`src/rtl/rrt_pkg.sv`:
```
package rrt_pkg;
    localparam int unsigned RRT_DEFAULT_RES = 16;

    function automatic int unsigned rrt_count_ones(input logic [63:0] v);
        int unsigned n;
        n = 0;
        for (int i = 0; i < 64; i++) n += int'(v[i]);
        return n;
    endfunction
endpackage

```
`src/rtl/rrt_release_unit.sv`:
```
module rrt_release_unit #(
    parameter int unsigned NUM_RES = rrt_pkg::RRT_DEFAULT_RES
) (
    input  logic               clk,
    input  logic               rst_n,
    input  logic [NUM_RES-1:0] table_q,
    input  logic               rel_valid,
    input  logic [NUM_RES-1:0] rel_mask,
    output logic [NUM_RES-1:0] table_freed,
    output logic               bad_release
);
    logic [NUM_RES-1:0] eff_rel;
    logic [NUM_RES-1:0] stray;

    always_comb begin
        eff_rel     = rel_valid ? rel_mask : '0;
        stray       = eff_rel & ~table_q;
        table_freed = table_q & ~eff_rel;
        bad_release = |stray;
    end

    // The freed view never contains a bit that was not busy before.
    AST_FREED_SUBSET: assert property (@(posedge clk) disable iff (!rst_n)
        ((table_freed & ~table_q) == '0)) else $error("freed view grew");
endmodule

```
`src/rtl/rrt_grant_check.sv`:
```
module rrt_grant_check #(
    parameter int unsigned NUM_RES = rrt_pkg::RRT_DEFAULT_RES
) (
    input  logic               clr,
    input  logic               req_valid,
    input  logic [NUM_RES-1:0] req_mask,
    input  logic [NUM_RES-1:0] table_freed,
    output logic               grant,
    output logic [NUM_RES-1:0] claim
);
    logic [NUM_RES-1:0] clash;

    generate
        for (genvar g = 0; g < NUM_RES; g++) begin : g_res
            assign clash[g] = req_mask[g] & table_freed[g];
        end
    endgenerate

    always_comb begin
        grant = req_valid && !clr && (clash == '0);
        claim = grant ? req_mask : '0;
    end
endmodule

```
`src/rtl/rrt_arbiter.sv`:
```
module rrt_arbiter #(
    parameter int unsigned NUM_RES = rrt_pkg::RRT_DEFAULT_RES
) (
    input  logic               clk,
    input  logic               rst_n,
    input  logic               clr,
    input  logic               req_valid,
    input  logic [NUM_RES-1:0] req_mask,
    output logic               req_grant,
    input  logic               rel_valid,
    input  logic [NUM_RES-1:0] rel_mask,
    output logic [NUM_RES-1:0] busy,
    output logic               rel_err
);
    logic [NUM_RES-1:0] table_q;
    logic [NUM_RES-1:0] table_freed;
    logic [NUM_RES-1:0] claim;
    logic               bad_release;
    logic               err_q;

    rrt_release_unit #(.NUM_RES(NUM_RES)) u_rel (
        .clk         (clk),
        .rst_n       (rst_n),
        .table_q     (table_q),
        .rel_valid   (rel_valid),
        .rel_mask    (rel_mask),
        .table_freed (table_freed),
        .bad_release (bad_release)
    );

    rrt_grant_check #(.NUM_RES(NUM_RES)) u_chk (
        .clr         (clr),
        .req_valid   (req_valid),
        .req_mask    (req_mask),
        .table_freed (table_freed),
        .grant       (req_grant),
        .claim       (claim)
    );

    always_ff @(posedge clk or negedge rst_n) begin
        if (!rst_n) begin
            table_q <= '0;
            err_q   <= 1'b0;
        end else if (clr) begin
            table_q <= '0;
            err_q   <= 1'b0;
        end else begin
            table_q <= table_freed | claim;
            err_q   <= bad_release;
        end
    end

    always_comb begin
        busy    = table_q;
        rel_err = err_q;
    end

    AST_GRANT_MARKS_ALL: assert property (@(posedge clk) disable iff (!rst_n)
        (req_grant && !clr) |=> ((busy & $past(req_mask)) == $past(req_mask))) else $error("grant partial");
    AST_STALL_ATOMIC: assert property (@(posedge clk) disable iff (!rst_n)
        (!req_grant) |=> ((busy & ~$past(busy)) == '0)) else $error("stall reserved");
    AST_RELEASE_CLEARS: assert property (@(posedge clk) disable iff (!rst_n)
        (rel_valid && !clr) |=> ((busy & $past(rel_mask) & ~$past(req_grant ? req_mask : '0)) == '0)) else $error("release kept");
    AST_ERR_AFTER_RELEASE: assert property (@(posedge clk) disable iff (!rst_n)
        rel_err |-> $past(rel_valid)) else $error("spurious error");
    AST_CLEAR_EMPTIES: assert property (@(posedge clk) disable iff (!rst_n)
        clr |=> (busy == '0 && !rel_err)) else $error("clear incomplete");
    AST_CLEAR_NO_GRANT: assert property (@(posedge clk) disable iff (!rst_n)
        clr |-> !req_grant) else $error("grant in clear");
    AST_IDLE_NO_GRANT: assert property (@(posedge clk) disable iff (!rst_n)
        !req_valid |-> !req_grant) else $error("grant idle");
endmodule

```
`config.mk`:
```
export PLATFORM = sky130hd
export DESIGN_NAME = rrt_arbiter
export DESIGN_NICKNAME = d
export VERILOG_FILES = /design/src/rtl/rrt_pkg.sv /design/src/rtl/rrt_release_unit.sv /design/src/rtl/rrt_grant_check.sv /design/src/rtl/rrt_arbiter.sv
export SDC_FILE = /design/constraint.sdc
export NUM_CORES = 1
export LEC_CHECK = 0
export BUFFER_PORTS_ARGS = -buffer_cell sky130_fd_sc_hd__buf_2
export CORE_ASPECT_RATIO = 0.8
export CORE_MARGIN = 2
export CORE_UTILIZATION = 43
export CTS_BUF_LIST = sky130_fd_sc_hd__clkbuf_16
export DETAILED_ROUTE_END_ITERATION = 8
export GPL_TIMING_DRIVEN = 0
export PLACE_DENSITY = 0.78
export SLEW_MARGIN = 20
export SYNTH_ARGS = -nofsm -noshare
export SYNTH_HDL_FRONTEND = slang
export SYNTH_SLANG_ARGS = --single-unit
```
`constraint.sdc`:
```
create_clock -name clk -period 2.4 [get_ports clk]
set_input_delay 0.48 -clock clk [delete_from_list [all_inputs] [get_ports clk]]
set_output_delay 0.48 -clock clk [all_outputs]
set_load 0.01 [all_outputs]
```
==> results of run 1 <==
==> final cells by class <==
class / instances / area, um^2
multi-input combinational: 60 / 438
buffer: 4 / 46.3
fill: 214 / 798
timing repair buffer: 54 / 273
clock buffer: 3 / 75.1
sequential: 17 / 425
inverter: 18 / 67.6
tap: 25 / 31.3
clock inverter: 1 / 3.75
==> worst max-delay path, cell delays in order (launching register included) <==
cell and delay [ps]:
sky130_fd_sc_hd__dfrtp_1 390, sky130_fd_sc_hd__a21boi_0 160, sky130_fd_sc_hd__a32oi_1 220, sky130_fd_sc_hd__nand4_1 180
sky130_fd_sc_hd__nor3_4 230, sky130_fd_sc_hd__buf_6 170, sky130_fd_sc_hd__buf_2 140
==> flip-flops by register name, summed over array words and instances (netlist names) <==
signal and flops:
busy 16, rel_err 1
==> path summary, 6_finish.rpt <==
path | endpoint | slack (ps) | depth (start not counted)
worst min register to register | busy[12] | 570 | 1
worst max register to register | busy[6] | 830 | 6
max in group asynchronous | busy[12] | 1980 | 1
worst max-delay path | req_grant | 190 | 6
min in group clk | busy[12] | 470 | 2
worst min-delay path | busy[5] | 150 | 1
==> routing by layer <==
layer | up-vias | wire length, um | global-route usage [%] | share of wire [%]
met5 | - | 0 | 0 | 0
met4 | 0 | 22 | 5.58 | 0.78
met3 | 4 | 190 | 6.74 | 6.8
met2 | 40 | 1360 | 37.7 | 48
met1 | 481 | 1230 | 27.5 | 44
li1 | 499 | - | - | -
==> through the flow <==
stage | setup TNS [ps] | setup slack [ps] | hold slack, ps | area, um^2
2_1_floorplan | 0 | 372 | 184 | 977
6_report | 0 | 192 | 145 | 1360
4_1_cts | 0 | 214 | 158 | 1360
3_5_place_dp | -21.7 | -21.7 | 420 | 1270
5_1_grt | 0 | 109 | 182 | 1360
3_3_place_gp | -0.375 | -0.375 | 421 | 1270
==> kinds of logic after synthesis <==
group                  after synthesis
flip-flops                          17
AND/OR/NAND/NOR                     27
buffers and inverters               22
AO/OA/AOI/OAI                       33
==> cell usage in the layout, fill, tap and decap left out, types with 2 or more instances in the layout <==
cell,n
sky130_fd_sc_hd__a32o_1,13
sky130_fd_sc_hd__buf_2,53
sky130_fd_sc_hd__a32oi_1,5
sky130_fd_sc_hd__inv_1,18
sky130_fd_sc_hd__nand4_1,2
sky130_fd_sc_hd__and2_1,2
sky130_fd_sc_hd__dfrtp_1,17
sky130_fd_sc_hd__a22o_1,3
sky130_fd_sc_hd__a21boi_0,3
sky130_fd_sc_hd__o22ai_1,6
sky130_fd_sc_hd__buf_6,2
sky130_fd_sc_hd__clkbuf_16,3
sky130_fd_sc_hd__nand2_1,10
sky130_fd_sc_hd__nand2_2,2
sky130_fd_sc_hd__nand3_1,7
sky130_fd_sc_hd__a221oi_1,2
==> power by group through the flow <==
stage | logic [W] | registers, W | clock network, W
floorplan | 0.000108 | 0.000370 | 0
global placement | 0.000222 | 0.000356 | 0
detailed placement | 0.000227 | 0.000359 | 0
CTS | 0.000231 | 0.000355 | 0.000328
global route | 0.000252 | 0.000360 | 0.000347
finish | 0.000229 | 0.000355 | 0.000327
==> repair_timing <==
item | in CTS | in global routing
hold buffers | 0 | 0
gates resized for setup | 0 | 0
buffers inserted | 1 | 0
setup endpoints to repair | 1 | 0
==> results.json, run 1 <==
{
  "synth.area.top_cells": "sky130_fd_sc_hd__dfrtp_1 44%, sky130_fd_sc_hd__a32o_1 13%, sky130_fd_sc_hd__inv_1 6.5%, sky130_fd_sc_hd__a32oi_1 4.5%, sky130_fd_sc_hd__nand2_1 3.8%",
  "final_design_utilization_pct": 63.0,
  "seq_power_share_pct": 39.0,
  "fin_cells": 182,
  "num_rows": 15,
  "tritoncts_num_sinks": 17,
  "sw_frac_of_total_pct": 28.5,
  "final-hold-violation-count": 0,
  "yosys-mux-area-fraction_pct": 0,
  "boundaryPins": 55,
  "dr_total_vias": 1024,
  "yosysSeqAreaShare_pct": 43.5,
  "pwr-share-comb_pct": 25.2,
  "slew_of_the_pin_with_the_lowest_slew_margin_ps": 460,
  "floorplan.initialDensity_pct": 45.3,
  "finalWirelength_um": 2810,
  "dp_hpwl_um": 2240,
  "coreArea_mm2": 0.00216,
  "synth_top_family_by_area": "compound AO/OA/AOI/OAI gates",
  "p_clk_share_pct": 35.9,
  "ys_dominant_reg_cell": "sky130_fd_sc_hd__dfrtp_1",
  "critPathLaunchType": "flop",
  "power_report.internal_total_w": 0.000652,
  "drc": 0,
  "grt_pass1_wl_um": 4280,
  "gp_congestion": 0.845,
  "crit_path_end_kind": "output port",
  "synth_cells": 99,
  "synth-compound-area-share_pct": 29.3,
  "numCtsBuffers": 3,
  "finalPower_w": 0.000911,
  "drt.antenna.violating_nets": 0,
  "clock_insertion_delay_worst_skew_ps": 250,
  "critical_path_class": "flop to output port",
  "final-setup-viol-count": 0,
  "final.setup_skew_ps": 3.86,
  "h-tree-depth": 1,
  "synthesis.yosys.warnings": 0,
  "mappedNetlistArea_um2": 977,
  "crit_path_max_fo": 10,
  "cp_data_arrival_time_ps": 1730,
  "worst_slew_margin_rel_pct": 69.3,
  "chipWidth_um": 57.3,
  "synthesis.nets": 136,
  "irDropWorstVdd_uv": 532,
  "synth-seq-cells": 17,
  "synth.top_cell.area_share_pct": 43.5,
  "synthArstFlopShare_pct": 100,
  "synthAdderAreaFrac_pct": 0,
  "syn2layout_area_growth_pct": 39.2,
  "antenna_found_initial": 0,
  "power.switching_w": 0.000260,
  "grt_max_degree": 18,
  "fmaxAchievable_ghz": 0.453,
  "synthSimpleGateAreaFrac_pct": 15.5,
  "die-area_mm2": 0.00267,
  "distinct_cell_type_count_of_the_synthesized_netlist": 22,
  "synth_top_cell_by_area": "sky130_fd_sc_hd__dfrtp_1",
  "routed_via_density": 5.63,
  "hold_path_class": "primary input to async pin",
  "grt-ovfl-total": 0,
  "routedWlPerCell_um": 15.4,
  "finish.net_count": 195,
  "layout_worst_path_cycle_share_pct": 92.0,
  "cts_max_path_buffers": 2,
  "timing.rr.start": "busy[10]",
  "detailedRoute.firstPassIterationCount": 4,
  "unrepaired_setup_endpoints_after_global_routing": "false",
  "status": "finished clean",
  "critical_path_required_time_ps": 1920,
  "synth_xor_xnor_area_share_pct": 0,
  "cellPowerDensity_mw_per_mm2": 670,
  "drt_iter0_drc": 35,
  "buffer_ports.inserted": 53,
  "timing.critical_path.from": "busy[10]",
  "number_of_enable_type_register_cells_in_the_synthesized_netlist": 0,
  "worst_setup_hold_path_clk_slew_ps": 50,
  "antenna_cells": 0,
  "grtUsageTotal_pct": 22.0,
  "postSynthAreaPerCell_um2": 9.87,
  "share_of_layout_cells_above_drive_strength_1_pct": 41.4,
  "dpl.cell_count": 177,
  "clock-root-buffer": "sky130_fd_sc_hd__clkbuf_16",
  "timing.max_cap.violations": 0,
  "p_leak_nw": 0.727,
  "synth_common_cells": "17 x sky130_fd_sc_hd__dfrtp_1, 17 x sky130_fd_sc_hd__inv_1, 13 x sky130_fd_sc_hd__a32o_1",
  "report.final.slew_viol_count": 0,
  "first_global_vias": 949,
  "die-height_um": 46.6,
  "tritoncts_clock_tree": "built",
  "min_period_ps": 2210
}
(Power assumes the default switching activity.)
==> run 2, diff against run 1 <==
Settings changed: CORE_UTILIZATION 43 to 40, PLACE_DENSITY 0.78 to 0.74.
==> run 2 against run 1 <==
Against the previous run:
- non-clock buffer count is the same
- critical path depth grew 2
- count of clock-buffer cells in the layout is the same
- die area grew 6.9%
- sequential cell count is the same
- worst setup slack gained 37 ps
- register-to-register slack gained 60 ps
- total power shrank 0.28%
- critical path type is now primary input to output port
- largest cell class unchanged
- largest power group unchanged
==> results.json, run 2 (synthesized netlist as in run 1, its figures left out) <==
{
  "status": "finished clean",
  "timing.critical_path.from": "rel_valid",
  "final.setup_skew_ps": 0.945,
  "gp_congestion": 0.880,
  "p_clk_share_pct": 35.9,
  "tritoncts_num_sinks": 17,
  "drt_iter0_drc": 94,
  "routedWlPerCell_um": 14.8,
  "critical_path_class": "primary input to output port",
  "layout.cells.most_common": "sky130_fd_sc_hd__buf_2",
  "pwr-share-comb_pct": 25.1,
  "setup_slack_ps": 229,
  "min_period_ps": 2170,
  "grt-ovfl-total": 0,
  "dr_total_vias": 1034,
  "antenna_cells": 0,
  "cellPowerDensity_mw_per_mm2": 668,
  "worst_setup_hold_path_clk_slew_ps": 50,
  "grtUsageTotal_pct": 20.0,
  "tritoncts_clock_tree": "built",
  "die-area_mm2": 0.00286,
  "clock_insertion_delay_worst_skew_ps": 250,
  "timing.rr.start": "busy[11]",
  "critPathLaunchType": "primary input",
  "crit_path_max_fo": 10,
  "num_rows": 15,
  "slew_of_the_pin_with_the_lowest_slew_margin_ps": 449,
  "largest_reg_flops": 16,
  "worst_r2r_path_depth": 6,
  "dp_hpwl_um": 2130,
  "floorplan.initialDensity_pct": 43.8,
  "cts_max_path_buffers": 2,
  "smallest_hold_slack_ps": 150,
  "fmaxAchievable_ghz": 0.461,
  "drc": 0,
  "sw_frac_of_total_pct": 28.3,
  "layout_worst_path_cycle_share_pct": 90.5,
  "worst_slew_margin_rel_pct": 70.0,
  "antenna_found_initial": 0,
  "seq_power_share_pct": 39.0,
  "grt_max_degree": 18,
  "unrepaired_setup_endpoints_after_global_routing": "false",
  "drt.antenna.violating_nets": 0,
  "h-tree-depth": 1,
  "timing.setup.tns_ps": 0,
  "pre_cts_slack_ps": -19.1,
  "boundaryPins": 55,
  "detailedRoute.firstPassIterationCount": 4,
  "endpoint_of_the_worst_slack_reg_to_reg_timing_path": "busy[6]",
  "irDropWorstVdd_uv": 503,
  "timing.max_cap.violations": 0,
  "final_design_utilization_pct": 60.9,
  "die-height_um": 48.2,
  "report.final.slew_viol_count": 0,
  "cp_data_arrival_time_ps": 1690,
  "cts.hold.buffers_added": 0,
  "routed_via_density": 5.68,
  "final-setup-viol-count": 0,
  "layout_common_cells": "53 x sky130_fd_sc_hd__buf_2, 18 x sky130_fd_sc_hd__inv_1, 17 x sky130_fd_sc_hd__dfrtp_1",
  "share_of_layout_cells_above_drive_strength_1_pct": 41.4,
  "syn2layout_area_growth_pct": 39.2,
  "hold_path_class": "primary input to async pin",
  "p_leak_nw": 0.728,
  "finish.net_count": 195,
  "numCtsBuffers": 3,
  "power.switching_w": 0.000257,
  "setup.reg_to_reg.worst_slack_ps": 890,
  "finalWirelength_um": 2700,
  "critical_path_required_time_ps": 1920,
  "first_global_vias": 900,
  "coreArea_mm2": 0.00223,
  "power_report.internal_total_w": 0.000652,
  "final-hold-violation-count": 0,
  "buffer_ports.inserted": 53,
  "grt_pass1_wl_um": 4090,
  "chipWidth_um": 59.3,
  "postCtsResizedCells": 0,
  "crit_path_end_kind": "output port",
  "clock-root-buffer": "sky130_fd_sc_hd__clkbuf_16"
}
## run 2: cell counts in the layout (fill, tap and decap cells not counted)
Identical to the previous run, type by type.
## run 2: final cells by class
cell class / count / area (um^2)
Clock inverter: 1 / 3.75
Fill cell: 218 / 873
Sequential cell: 17 / 425
Inverter: 18 / 67.6
Timing Repair Buffer: 54 / 273
Multi-Input combinational cell: 60 / 438
Buffer: 4 / 46.3
Clock buffer: 3 / 75.1
Tap cell: 25 / 31.3
## run 2: how the worst max path moves through the flow
stage	end	slack (ps)	depth (start not counted)
finish	req_grant	230	8
global route	req_grant	140	7
CTS	req_grant	210	8
detailed placement	req_grant	-20	8
global placement	req_grant	-20	8
floorplan	req_grant	370	7
## run 2: repair_timing
action | CTS | global route
setup buffers | 1 | 0
endpoints found under the setup margin | 1 | 0
endpoints found under the hold margin | 0 | 0
## run 2: through the flow
stage                     instances  instance area [um^2]  total power (W)
after floorplan                  99                   977         0.000478
after global placement          177                  1270         0.000579
after detailed placement        177                  1270         0.000585
after CTS                       182                  1360         0.000917
after global routing            182                  1360         0.000958
final                           182                  1360         0.000909
## run 2: layer usage
layer | track usage, % | share of wire [%] | up-vias
li1 | - | - | 498
met1 | 24.4 | 44 | 493
met2 | 36.0 | 48 | 40
met3 | 5.84 | 7.3 | 3
met4 | 4.09 | 0.30 | 0
met5 | 0 | 0 | -
## run 2: power groups by stage
stage / Sequential (W) / Clock (W) / Combinational (W)
after floorplan: 0.000370 / 0 / 0.000108
after global placement: 0.000356 / 0 / 0.000223
after detailed placement: 0.000359 / 0 / 0.000226
after CTS: 0.000354 / 0.000332 / 0.000231
after global routing: 0.000359 / 0.000349 / 0.000250
final: 0.000354 / 0.000326 / 0.000228
## run 2: worst max-delay path: stages
cell	delay [ps]
sky130_fd_sc_hd__buf_6	120
sky130_fd_sc_hd__buf_12	140
sky130_fd_sc_hd__nand2_4	50
sky130_fd_sc_hd__a32oi_1	190
sky130_fd_sc_hd__nand4_1	170
sky130_fd_sc_hd__nor3_4	240
sky130_fd_sc_hd__buf_6	160
sky130_fd_sc_hd__buf_2	140
